`config.mk`:
```
export PLATFORM = sky130hd
export DESIGN_NAME = plic_claim_gateway
export DESIGN_NICKNAME = d
export VERILOG_FILES = /design/src/rtl/plic_gw_pkg.sv /design/src/rtl/plic_gw_decode.sv /design/src/rtl/plic_gw_word.sv /design/src/rtl/plic_gw_resp.sv /design/src/rtl/plic_claim_gateway.sv
export SDC_FILE = /design/constraint.sdc
export NUM_CORES = 1
export LEC_CHECK = 0
export BUFFER_PORTS_ARGS = -buffer_cell sky130_fd_sc_hd__buf_2
export CORE_UTILIZATION = 50
export DETAILED_ROUTE_END_ITERATION = 8
export MAX_ROUTING_LAYER = met4
export PLACE_DENSITY_LB_ADDON = 0.25
export SETUP_SLACK_MARGIN = 0.1
export SLEW_MARGIN = 20
export SYNTH_ARGS = -nofsm -noshare
export SYNTH_HDL_FRONTEND = slang
export SYNTH_SLANG_ARGS = --single-unit
export TNS_END_PERCENT = 1
```
`constraint.sdc`:
```
create_clock -name clk -period 1.3 [get_ports clk]
set_input_delay 0.195 -clock clk [delete_from_list [all_inputs] [get_ports clk]]
set_output_delay 0.195 -clock clk [all_outputs]
set_load 0.05 [all_outputs]
```
`src/rtl/plic_gw_pkg.sv`:
```
package plic_gw_pkg;

    localparam int WORD_W   = 32;
    localparam int BIT_SEL  = 5;

    typedef logic [WORD_W-1:0] word_t;

    // Per-word service state: pending, shadow (arrived in service), claimed.
    typedef struct packed {
        word_t pend;
        word_t shad;
        word_t clm;
    } word_state_t;

    // Per-word strobe decode.
    typedef struct packed {
        word_t claim_m;
        word_t compl_m;
    } word_req_t;

    function automatic int unsigned words_for(input int unsigned n_src);
        return (n_src + WORD_W - 1) / WORD_W;
    endfunction

    // One-hot mask for an ID if it falls into the given word, else zero.
    function automatic word_t id_mask(input logic [31:0] id, input int unsigned widx);
        word_t m;
        m = '0;
        if (id[31:BIT_SEL] == 27'(widx))
            m = word_t'(1) << id[BIT_SEL-1:0];
        return m;
    endfunction

    // Bits of a word that belong to real, non-reserved sources.
    function automatic word_t valid_bits(input int unsigned widx, input int unsigned n_src);
        word_t m;
        m = '0;
        for (int b = 0; b < WORD_W; b++) begin
            if ((widx * WORD_W + b) < n_src && (widx * WORD_W + b) != 0)
                m[b] = 1'b1;
        end
        return m;
    endfunction

endpackage

```
`src/rtl/plic_gw_decode.sv`:
```
module plic_gw_decode
    import plic_gw_pkg::*;
#(
    parameter int unsigned WORD_IDX = 0,
    parameter int unsigned NUM_SRC  = 64,
    parameter int unsigned ID_W     = 6
) (
    input  logic            claim_valid,
    input  logic [ID_W-1:0] claim_id,
    input  logic            compl_valid,
    input  logic [ID_W-1:0] compl_id,
    output word_req_t       req
);
    localparam word_t VMASK = valid_bits(WORD_IDX, NUM_SRC);

    always_comb begin
        req.claim_m = claim_valid ? (id_mask(32'(claim_id), WORD_IDX) & VMASK) : '0;
        req.compl_m = compl_valid ? (id_mask(32'(compl_id), WORD_IDX) & VMASK) : '0;
    end
endmodule

```
`src/rtl/plic_gw_word.sv`:
```
module plic_gw_word
    import plic_gw_pkg::*;
#(
    parameter int unsigned WORD_IDX = 0,
    parameter int unsigned NUM_SRC  = 64
) (
    input  logic      clk,
    input  logic      rst,
    input  word_t     lvl,
    input  word_req_t req,
    output word_t     pend_q,
    output word_t     clm_q
);
    localparam word_t VMASK = valid_bits(WORD_IDX, NUM_SRC);

    word_state_t st_q, st_d;
    word_t done_m, lvl_m;
    word_t c1, p1, h1, p2, c2;

    always_comb begin
        lvl_m  = lvl & VMASK;
        done_m = req.compl_m & st_q.clm;
        // completion first
        c1 = st_q.clm  & ~done_m;
        p1 = st_q.pend | (done_m & st_q.shad);
        h1 = st_q.shad & ~done_m;
        // then claim
        p2 = p1 & ~req.claim_m;
        c2 = c1 | req.claim_m;
        // then source levels against the resulting claimed state
        st_d.clm  = c2;
        st_d.shad = h1 | (lvl_m & c2);
        st_d.pend = p2 | (lvl_m & ~c2);
    end

    always_ff @(posedge clk) begin
        if (rst) st_q <= '0;
        else     st_q <= st_d;
    end

    assign pend_q = st_q.pend;
    assign clm_q  = st_q.clm;

    AST_PEND_CLM_EXCL: assert property (@(posedge clk) disable iff (rst)
        (st_q.pend & st_q.clm) == '0);
    AST_SHAD_NEEDS_CLM: assert property (@(posedge clk) disable iff (rst)
        (st_q.shad & ~st_q.clm) == '0);
    AST_CLAIM_TAKES: assert property (@(posedge clk) disable iff (rst)
        (req.claim_m != '0) |=> (((st_q.clm & $past(req.claim_m)) == $past(req.claim_m))
                                 && ((st_q.pend & $past(req.claim_m)) == '0)));
    AST_COMPL_FREES: assert property (@(posedge clk) disable iff (rst)
        ((req.compl_m & st_q.clm & ~req.claim_m) != '0)
        |=> ((st_q.clm & $past(req.compl_m)) == '0));
    AST_REPLAY: assert property (@(posedge clk) disable iff (rst)
        ((req.compl_m & st_q.shad & ~req.claim_m) != '0)
        |=> ((st_q.pend & $past(req.compl_m)) == $past(req.compl_m)));
    AST_RESERVED_IDLE: assert property (@(posedge clk) disable iff (rst)
        ((st_q.pend | st_q.clm | st_q.shad) & ~VMASK) == '0);
endmodule

```
`src/rtl/plic_gw_resp.sv`:
```
module plic_gw_resp #(
    parameter int unsigned ID_W = 6
) (
    input  logic            clk,
    input  logic            rst,
    input  logic            claim_valid,
    input  logic [ID_W-1:0] claim_id,
    output logic [ID_W-1:0] claim_id_o
);
    always_ff @(posedge clk) begin
        if (rst)              claim_id_o <= '0;
        else if (claim_valid) claim_id_o <= claim_id;
    end

    AST_RSP_ECHO: assert property (@(posedge clk) disable iff (rst)
        claim_valid |=> (claim_id_o == $past(claim_id)));
    AST_RSP_HOLD: assert property (@(posedge clk) disable iff (rst)
        !claim_valid |=> $stable(claim_id_o));
    AST_RSP_ZERO: assert property (@(posedge clk) disable iff (rst)
        (claim_valid && claim_id == '0) |=> (claim_id_o == '0));
endmodule

```
`src/rtl/plic_claim_gateway.sv`:
```
module plic_claim_gateway
    import plic_gw_pkg::*;
#(
    parameter int unsigned NUM_SRC = 64,
    parameter int unsigned ID_W    = $clog2(NUM_SRC)
) (
    input  logic               clk,
    input  logic               rst,
    input  logic [NUM_SRC-1:0] src_level,
    input  logic               claim_valid,
    input  logic [ID_W-1:0]    claim_id,
    input  logic               compl_valid,
    input  logic [ID_W-1:0]    compl_id,
    output logic [NUM_SRC-1:0] pending_o,
    output logic [NUM_SRC-1:0] claimed_o,
    output logic [ID_W-1:0]    claim_id_o
);
    localparam int unsigned NUM_WORDS = words_for(NUM_SRC);
    localparam int unsigned FLAT_W    = NUM_WORDS * WORD_W;

    logic [FLAT_W-1:0] lvl_flat, pend_flat, clm_flat;

    always_comb begin
        lvl_flat = '0;
        lvl_flat[NUM_SRC-1:0] = src_level;
    end

    for (genvar w = 0; w < NUM_WORDS; w++) begin : g_word
        word_req_t req;

        plic_gw_decode #(.WORD_IDX(w), .NUM_SRC(NUM_SRC), .ID_W(ID_W)) u_dec (
            .claim_valid (claim_valid),
            .claim_id    (claim_id),
            .compl_valid (compl_valid),
            .compl_id    (compl_id),
            .req         (req)
        );

        plic_gw_word #(.WORD_IDX(w), .NUM_SRC(NUM_SRC)) u_word (
            .clk    (clk),
            .rst    (rst),
            .lvl    (lvl_flat[w*WORD_W +: WORD_W]),
            .req    (req),
            .pend_q (pend_flat[w*WORD_W +: WORD_W]),
            .clm_q  (clm_flat[w*WORD_W +: WORD_W])
        );
    end

    assign pending_o = pend_flat[NUM_SRC-1:0];
    assign claimed_o = clm_flat[NUM_SRC-1:0];

    plic_gw_resp #(.ID_W(ID_W)) u_resp (
        .clk         (clk),
        .rst         (rst),
        .claim_valid (claim_valid),
        .claim_id    (claim_id),
        .claim_id_o  (claim_id_o)
    );
endmodule

```
; ---- Word-level counts from Yosys, hierarchy flattened
; Index checks and enable logic that the tools add are counted.
[op_classes]
n_shift = 2
mux = 8
bitwise = 28
[ops]
columns = operator, n
row1 = AND 32 bit, 14
row2 = 2-to-1 mux 32 bit, 8
row3 = OR 32 bit, 8
row4 = inverter 32 bit, 6
row5 = left shift 1 x 5 -> 32 bit (first input constant), 2
[totals]
register_bits = 198
word_cells = 45
out_inout_bits = 134
inputBits = 80

; ---- Longest topological paths before layout
; Gate-level depths: netlist of run 1.
[logic_depth]
depth_word = 10
ltp_mapped = 6
ltp_nobuf = 3

; ---- By module
; From an unflattened synthesis of run 1, not the netlist that was laid out.
[unflattened]
hier_cells = 1277
area_unflattened_um2 = 10017.1
[modules_own_cells]
columns = module, instances, area_per_inst_um2, cells_per_inst, seq_area_each_um2
row1 = plic_gw_word at g_word[1].u_word, 1, 4294.1, 523, 1921.8
row2 = plic_gw_word at g_word[0].u_word, 1, 4274.1, 519, 1921.8
row3 = plic_gw_decode at g_word[0].u_dec, 1, 681.9, 113, 0.0
row4 = plic_gw_decode at g_word[1].u_dec, 1, 553.0, 103, 0.0
row5 = plic_gw_resp, 1, 214.0, 19, 120.1

; ---- Least setup slack after synthesis of run 1
; No wires, ideal clock.
[synth_path]
path_kind = input -> register
from = input port compl_id[0]
to = register g_word[1].u_word.st_q[48] (netlist bit)
t_required_ns = 1.168
n_path_buf = 1
setup_ns = 0.132
arrival_ns = 1.139
path_slack_ns = 0.029
cell_stages = 4
path_cell_list = buf_2 -> or4_4 -> o22ai_1 -> a21oi_1
[synth_between]
elab_chain_cells = 9
elab_cells_between_ends = 10
cone_classes = shift (1) / mux (2) / bitwise (7)
[synth_rtl]
columns = item, line
row1 = "start, declared", plic_claim_gateway.sv:13  ; input logic [ID_W-1:0] compl_id,
row2 = left shift 1 x 5 -> 32 bit *, plic_gw_pkg.sv:30  ; m = word_t'(1) << id[BIT_SEL-1:0];
row3 = 2-to-1 mux 32 bit *, plic_gw_pkg.sv:29  ; if (id[31:BIT_SEL] == 27'(widx))
row4 = 2-to-1 mux 32 bit *, plic_gw_decode.sv:18  ; req.compl_m = compl_valid ? (id_mask(32'(compl_id), WORD_IDX) & VMASK) : '0;
row5 = AND 32 bit *, plic_gw_word.sv:22  ; done_m = req.compl_m & st_q.clm;
row6 = inverter 32 bit *, "plic_gw_word.sv:24, plic_gw_word.sv:26"
row7 = AND 32 bit, plic_gw_word.sv:24  ; c1 = st_q.clm & ~done_m;
row8 = OR 32 bit, plic_gw_word.sv:29  ; c2 = c1 | req.claim_m;
row9 = AND 32 bit, plic_gw_word.sv:32  ; st_d.shad = h1 | (lvl_m & c2);
row10 = OR 32 bit *, plic_gw_word.sv:32
row11 = "end signal, assigned", plic_gw_word.sv:38  ; else st_q <= st_d;
row12 = "end, declared", plic_gw_word.sv:16  ; word_state_t st_q, st_d;
; Every way passes the cells marked *; elsewhere a longest branch is shown, timed or not.
; A chain may end at the register's enable or synchronous reset.

; ---- Worst setup path after layout of run 1
[layout_path]
from = register g_word[1].u_word.st_q (netlist bit g_word[1].u_word.pend_q[23])
to = output port pending_o[55]
[layout_lines]
columns = item, line
row1 = "end, declared", plic_claim_gateway.sv:14  ; output logic [NUM_SRC-1:0] pending_o,
; No word-level cell between the ends.

==> metrics.yaml, run 1 <==
mappedNetlistArea_sq_um: 9910
ys_seq_elements: 195
dp_slack_ns: -0.229
sequentialPowerShare_pct: 46.7
via_count: 8774
dp_hpwl_um: 18200
cts_sinks: 195
syn-mean-instance-area_sq_um: 8.63
route.detailed.vias_per_inst: 5.79
total_power_mw: 14.4
rsz_0062_raised_after_global_routing: "yes"
remaining_drc_errors: 0
detail_route.iter0.violations: 509
clk_transition_reported_paths_ns: 0.07
routed_wirelength_um: 26200
maximum_fanout_encountered_on_the_critical_timing_path: 3
grt_pass1_wl_um: 40700
yosys.cell_types.count: 37
fillerInstances: 1722
worstPathArrival_ns: 1.05
count_of_hold_fix_buffers_inserted_at_cts: 0
multiInputGateArea_sq_um: 4450
fin_skew_ns: 0.0120
post-route-min-period_ns: 1.24
top_level_ports: 214
worst_setup_path_start_kind: "flop"
critical_path_cell_list: "clkbuf_4"
post_route_cells_drive_above_1_share_pct: 28.1
floorplan.rows: 51
swShare_pct: 28.4
post-synth-top-count-cell: "sky130_fd_sc_hd__dfxtp_1"
worst-path-buf-inv: 1
power.switching_mw: 4.07
numCtsBuffers: 17
synth_common_cells: "sky130_fd_sc_hd__dfxtp_1 (195), sky130_fd_sc_hd__buf_4 (135), sky130_fd_sc_hd__a21oi_1 (126)"
synth-async-reset-ratio_pct: 0
core-area_sq_um: 19500
slew_violations: 0
fin_nets: 1318
portion_of_the_post_synthesis_area_used_by_sequential_elements_pct: 39.4
status: "completed"
min_period_over_period_pct: 95.4
criticalPathCategory: "flop to primary output"
wire_per_inst_um: 17.3
critPathMaxStageDelay_ns: 0.37
portion_of_synthesized_cell_area_occupied_by_the_leading_cell_type_pct: 39.4
share_clk_of_total_power_pct: 36.9
largest_net_degree_at_the_start_of_global_routing: 51
worst_ep_required_time_ns: 1.11
cell_type_with_the_largest_total_area_after_synthesis: "sky130_fd_sc_hd__dfxtp_1"
cp_slowest_cell: "sky130_fd_sc_hd__dfxtp_1"
maxClockFrequency_mhz: 806
power.ir.vdd_worst_uv: 953
syn-instance-count: 1148
total_leakage_power_nw: 4.77
sequential_cell_area_sq_um: 3930
finalSetupViolations: 0
grt_usage_pct: 26.1
cts_tree: "built"
effective_utilization_at_floorplan_pct: 50.9
globalRoute.totalOverflow: 0
die_width_um: 143
cellPowerDensity_nw_per_um2: 1220
clock-root-buffer: "sky130_fd_sc_hd__clkbuf_16"
die-area_sq_um: 20400
synth-edff-count: 0
synth_area_leaders: "sky130_fd_sc_hd__dfxtp_1 (39%), sky130_fd_sc_hd__buf_4 (10%), sky130_fd_sc_hd__a21oi_1 (6.4%)"
first_global_vias: 8049
ctsHtreeMaxLevel: 4
first_pass_iters: 4
cellInternalPower_mw: 10.3
setup.worst_path.end_class: "primary output"
ys_warn_count: 0
area_growth_syn_to_layout_pct: 19.2
die_h_um: 143
setup_ws_ns: 0.0598
antenna_violating_nets_post_route: 0
antenna_found_initial: 1
report.final.hold_viol_count: 0
worst_hold_path_type: "input port to flop"
cpLargestDelayFamily: "flip-flops"
gpl.final_weighted_congestion: 0.826
most_used_flip_flop_cell_after_synthesis: "sky130_fd_sc_hd__dfxtp_1"
clock_insertion_delay_worst_skew_ns: 0.43
power.combinational.fraction_pct: 16.4
buffer_ports.inserted: 210
max-clock-path-buffers: 2
maxCapViolations: 0
-- flip-flops by register name (all words and copies together), names as in the netlist --
name and flops:
g_word.u_word.clm_q 63, g_word.u_word.pend_q 63, u_resp.claim_id_o 6, g_word.u_word.st_q 63
-- worst reg2reg max path: stages, from the launching register on --
cell                      delay, ns
sky130_fd_sc_hd__dfxtp_1       0.42
sky130_fd_sc_hd__o21ai_0       0.17
sky130_fd_sc_hd__o211a_1       0.24
-- per-stage QoR --
step           utilization [%]  hold slack [ns]  area, sq um  setup TNS [ns]  cells
5_1_grt                   60.7           0.0965        11800               0   1516
3_3_place_gp              54.7            0.469        10700          -10.87   1484
6_report                  60.7            0.101        11800               0   1516
3_5_place_dp              54.7            0.490        10700          -14.47   1484
2_1_floorplan                -            0.342         9910               0   1149
4_1_cts                   59.4           0.0736        11600               0   1515
-- cells in the final DEF (no fill, tap or decap), drive strengths merged, types with 3 or more instances in the layout --
cell	count
a211oi	63
a21oi	126
a32oi	63
and2	63
and4b	4
and4bb	3
buf	257
clkbuf	40
clkinv	5
dfxtp	195
inv	67
mux2i	6
nand2	63
nand4b	4
nand4bb	6
nor2	69
nor4b	4
nor4bb	3
o211a	63
o21ai	63
o22ai	63
or4b	4
-- repair_timing --
action,CTS,global route
resized for setup,121,89
endpoints found under the setup margin,132,132
setup buffers,0,0
-- path summary, 6_finish.rpt --
kind                                end  cells after the start  slack, ns                         from
max                       pending_o[55]                      1       0.06  g_word[1].u_word.pend_q[23]
min reg2reg        u_resp.claim_id_o[5]                      2       0.51         u_resp.claim_id_o[5]
max reg2reg  g_word[0].u_word.pend_q[6]                      2       0.37    g_word[0].u_word.clm_q[6]
min                u_resp.claim_id_o[5]                      3       0.10                  claim_id[5]
-- cells by family after synthesis --
family | Yosys count | synth area share [%]
simple gates | 235 | 13.6
buf+inv | 270 | 15.9
compound gates | 441 | 30.5
other cells | 1 | 0.0378
mux | 6 | 0.606
flops | 195 | 39.4
-- power groups by stage --
stage          Sequential [mW]  Clock (mW)  Combinational [mW]
5_1_grt                   6.76        5.67                2.52
3_3_place_gp              6.81           0                2.21
2_1_floorplan             6.79           0                1.75
4_1_cts                   6.70        5.41                2.32
6_report                  6.71        5.29                2.35
3_5_place_dp              6.82           0                2.25
-- area by class of cell --
cell class / count / area share, %
antenna: 1 / 0.0212
clock buffer: 20 / 3.95
clock inverter: 11 / 1.05
inverter: 63 / 2.00
multi-input combinational: 684 / 37.7
sequential: 195 / 33.3
tap: 265 / 2.81
timing repair buffer: 277 / 19.2
-- routing by layer --
metal | vias up | wire length, um | GRT usage [%]
li1 | 4271 | - | -
met4 | 0 | 799 | 11.4
met2 | 247 | 12800 | 43.0
met3 | 42 | 1530 | 5.43
met1 | 4214 | 11100 | 30.6
met5 | - | 0 | -
(Power assumes the default switching activity.)
==> run 2, diff against run 1 <==
- CORE_UTILIZATION: 50 -> 55
- clock period: 1.3 -> 1.15 ns (I/O delays scaled with it)
==> metrics.yaml, run 2 (synthesis gave the netlist of run 1 again) <==
status: "completed"
maxClockFrequency_mhz: 880
worst_hold_path_type: "input port to flop"
globalRoute.totalOverflow: 0  # unchanged
gpl.final_weighted_congestion: 0.832  # +0.65%
finalSetupViolations: 0  # unchanged
maxCapViolations: 0  # unchanged
buffer_ports.inserted: 210  # unchanged
routed_wirelength_um: 27800  # +6.1%
ctsHtreeMaxLevel: 4  # unchanged
fin_skew_ns: 0.0101  # -0.00196 ns
die_h_um: 136  # -4.6%
fin_nets: 1330  # +0.91%
min_period_over_period_pct: 98.9
antenna_violating_nets_post_route: 0  # unchanged
worst_r2r_path_depth: 4  # +2
slew_violations: 0  # unchanged
dp_slack_ns: -0.344  # -0.116 ns
wire_per_inst_um: 18.7  # +7.9%
clk_transition_reported_paths_ns: 0.07  # about the same
cts_tree: "built"
die-area_sq_um: 18600  # -9.0%
min_path_cells: 3  # unchanged
clock_insertion_delay_worst_skew_ns: 0.44  # about the same
critical_path_depth: 1  # unchanged
power.ir.vdd_worst_uv: 1110  # +17%
first_global_vias: 8473  # +5.3%
clock-root-buffer: "sky130_fd_sc_hd__clkbuf_16"
worstPathArrival_ns: 0.96  # -0.09 ns
grt_pass1_wl_um: 41800  # +2.8%
worst_ep_required_time_ns: 0.98  # -0.13 ns
cp_slowest_cell: "sky130_fd_sc_hd__dfxtp_4"
post_route_cells_drive_above_1_share_pct: 37.8  # +9.7 points
rsz_0062_raised_after_global_routing: "yes"
die_width_um: 136  # -4.6%
setup.worst_path.end_class: "primary output"
largest_net_degree_at_the_start_of_global_routing: 63  # +24%
max-clock-path-buffers: 2  # unchanged
critical_path_cell_list: "buf_8"
most-common-layout-cells: "sky130_fd_sc_hd__buf_8 (130), sky130_fd_sc_hd__a21oi_1 (126), sky130_fd_sc_hd__dfxtp_4 (86)"
commonest_non_fill_non_tap_cell_in_the_layout: "sky130_fd_sc_hd__buf_8"
core-area_sq_um: 17400  # -11%
grt_usage_pct: 29.5  # +3.5 points
maximum_fanout_encountered_on_the_critical_timing_path: 5  # +2
remaining_drc_errors: 0  # unchanged
area_growth_syn_to_layout_pct: 32.0
cpLargestDelayFamily: "flip-flops"
first_pass_iters: 6  # +2
route.detailed.vias_per_inst: 6.11  # +5.6%
dp_hpwl_um: 17700  # -3.1%
cellPowerDensity_nw_per_um2: 1270  # +4.5%
cts_sinks: 195  # unchanged
detail_route.iter0.violations: 798  # +57%
floorplan.rows: 48  # -5.9%
total_leakage_power_nw: 5.14  # +7.8%
critPathMaxStageDelay_ns: 0.38  # about the same
worst-path-buf-inv: 1  # unchanged
effective_utilization_at_floorplan_pct: 56.9  # +6.0 points
worst_setup_path_start_kind: "flop"
fillerInstances: 1162  # -33%
criticalPathCategory: "flop to primary output"
antenna_found_initial: 2  # +1
top_level_ports: 214  # unchanged
total_power_mw: 16.6  # +16%
post-route-min-period_ns: 1.14
report.final.hold_viol_count: 0  # unchanged
setup_ws_ns: 0.0131  # -0.0467 ns
via_count: 9107  # +3.8%
numCtsBuffers: 17  # unchanged
## run 2: per-stage QoR
stage | cells | cell area [sq um] | hold WS, ns | setup TNS, ns | utilization (%)
floorplan | 1149 | 9910 | 0.320 | -4.88 | -
global placement | 1443 | 10600 | 0.407 | -31.66 | 60.9
detailed placement | 1443 | 10600 | 0.404 | -35.35 | 60.9
CTS | 1486 | 12600 | 0.0473 | 0 | 72.6
global route | 1490 | 13100 | 0.0785 | -0.238 | 75.1
finish | 1490 | 13100 | 0.0715 | 0 | 75.1
## run 2: where the power goes
part / internal [mW] / switching [mW]
sequential: 7.10 / 0.458
combinational: 1.29 / 1.67
clock: 3.36 / 2.73
total: 11.8 / 4.85
## run 2: layout make-up
cell class	instances	area (sq um)	area share, %
multi-input combinational	684	4490	34.3
inverter	63	236	1.81
timing repair buffer	289	3180	24.3
clock buffer	19	453	3.46
clock inverter	13	150	1.15
sequential	195	4280	32.8
antenna	2	5.00	0.0383
tap	225	282	2.15
## run 2: timing repair
item | CTS | global route
hold endpoints to repair | 1 | 0
setup buffers | 10 | 2
endpoints found under the setup margin | 132 | 162
hold buffers | 1 | 0
gates resized for setup | 509 | 117
## run 2: metal layers
metal	wire (um)	part of all wire [%]	GRT usage (%)	vias to the layer above
met1	11200	40	34.7	4356
met3	1930	6.9	5.48	59
met5	0	0	-	-
met2	13900	50	48.4	396
li1	-	-	-	4296
met4	847	3.0	14.4	0
## run 2: path summary, 6_finish.rpt
| check | startpoint | end | slack [ns] |
|---|---|---|---|
| max reg2reg | g_word[0].u_word.clm_q[2] | g_word[0].u_word.pend_q[2] | 0.12 |
| min | claim_id[5] | u_resp.claim_id_o[5] | 0.07 |
| min reg2reg | g_word[0].u_word.clm_q[16] | g_word[0].u_word.clm_q[16] | 0.52 |
| max | g_word[1].u_word.clm_q[4] | claimed_o[36] | 0.01 |
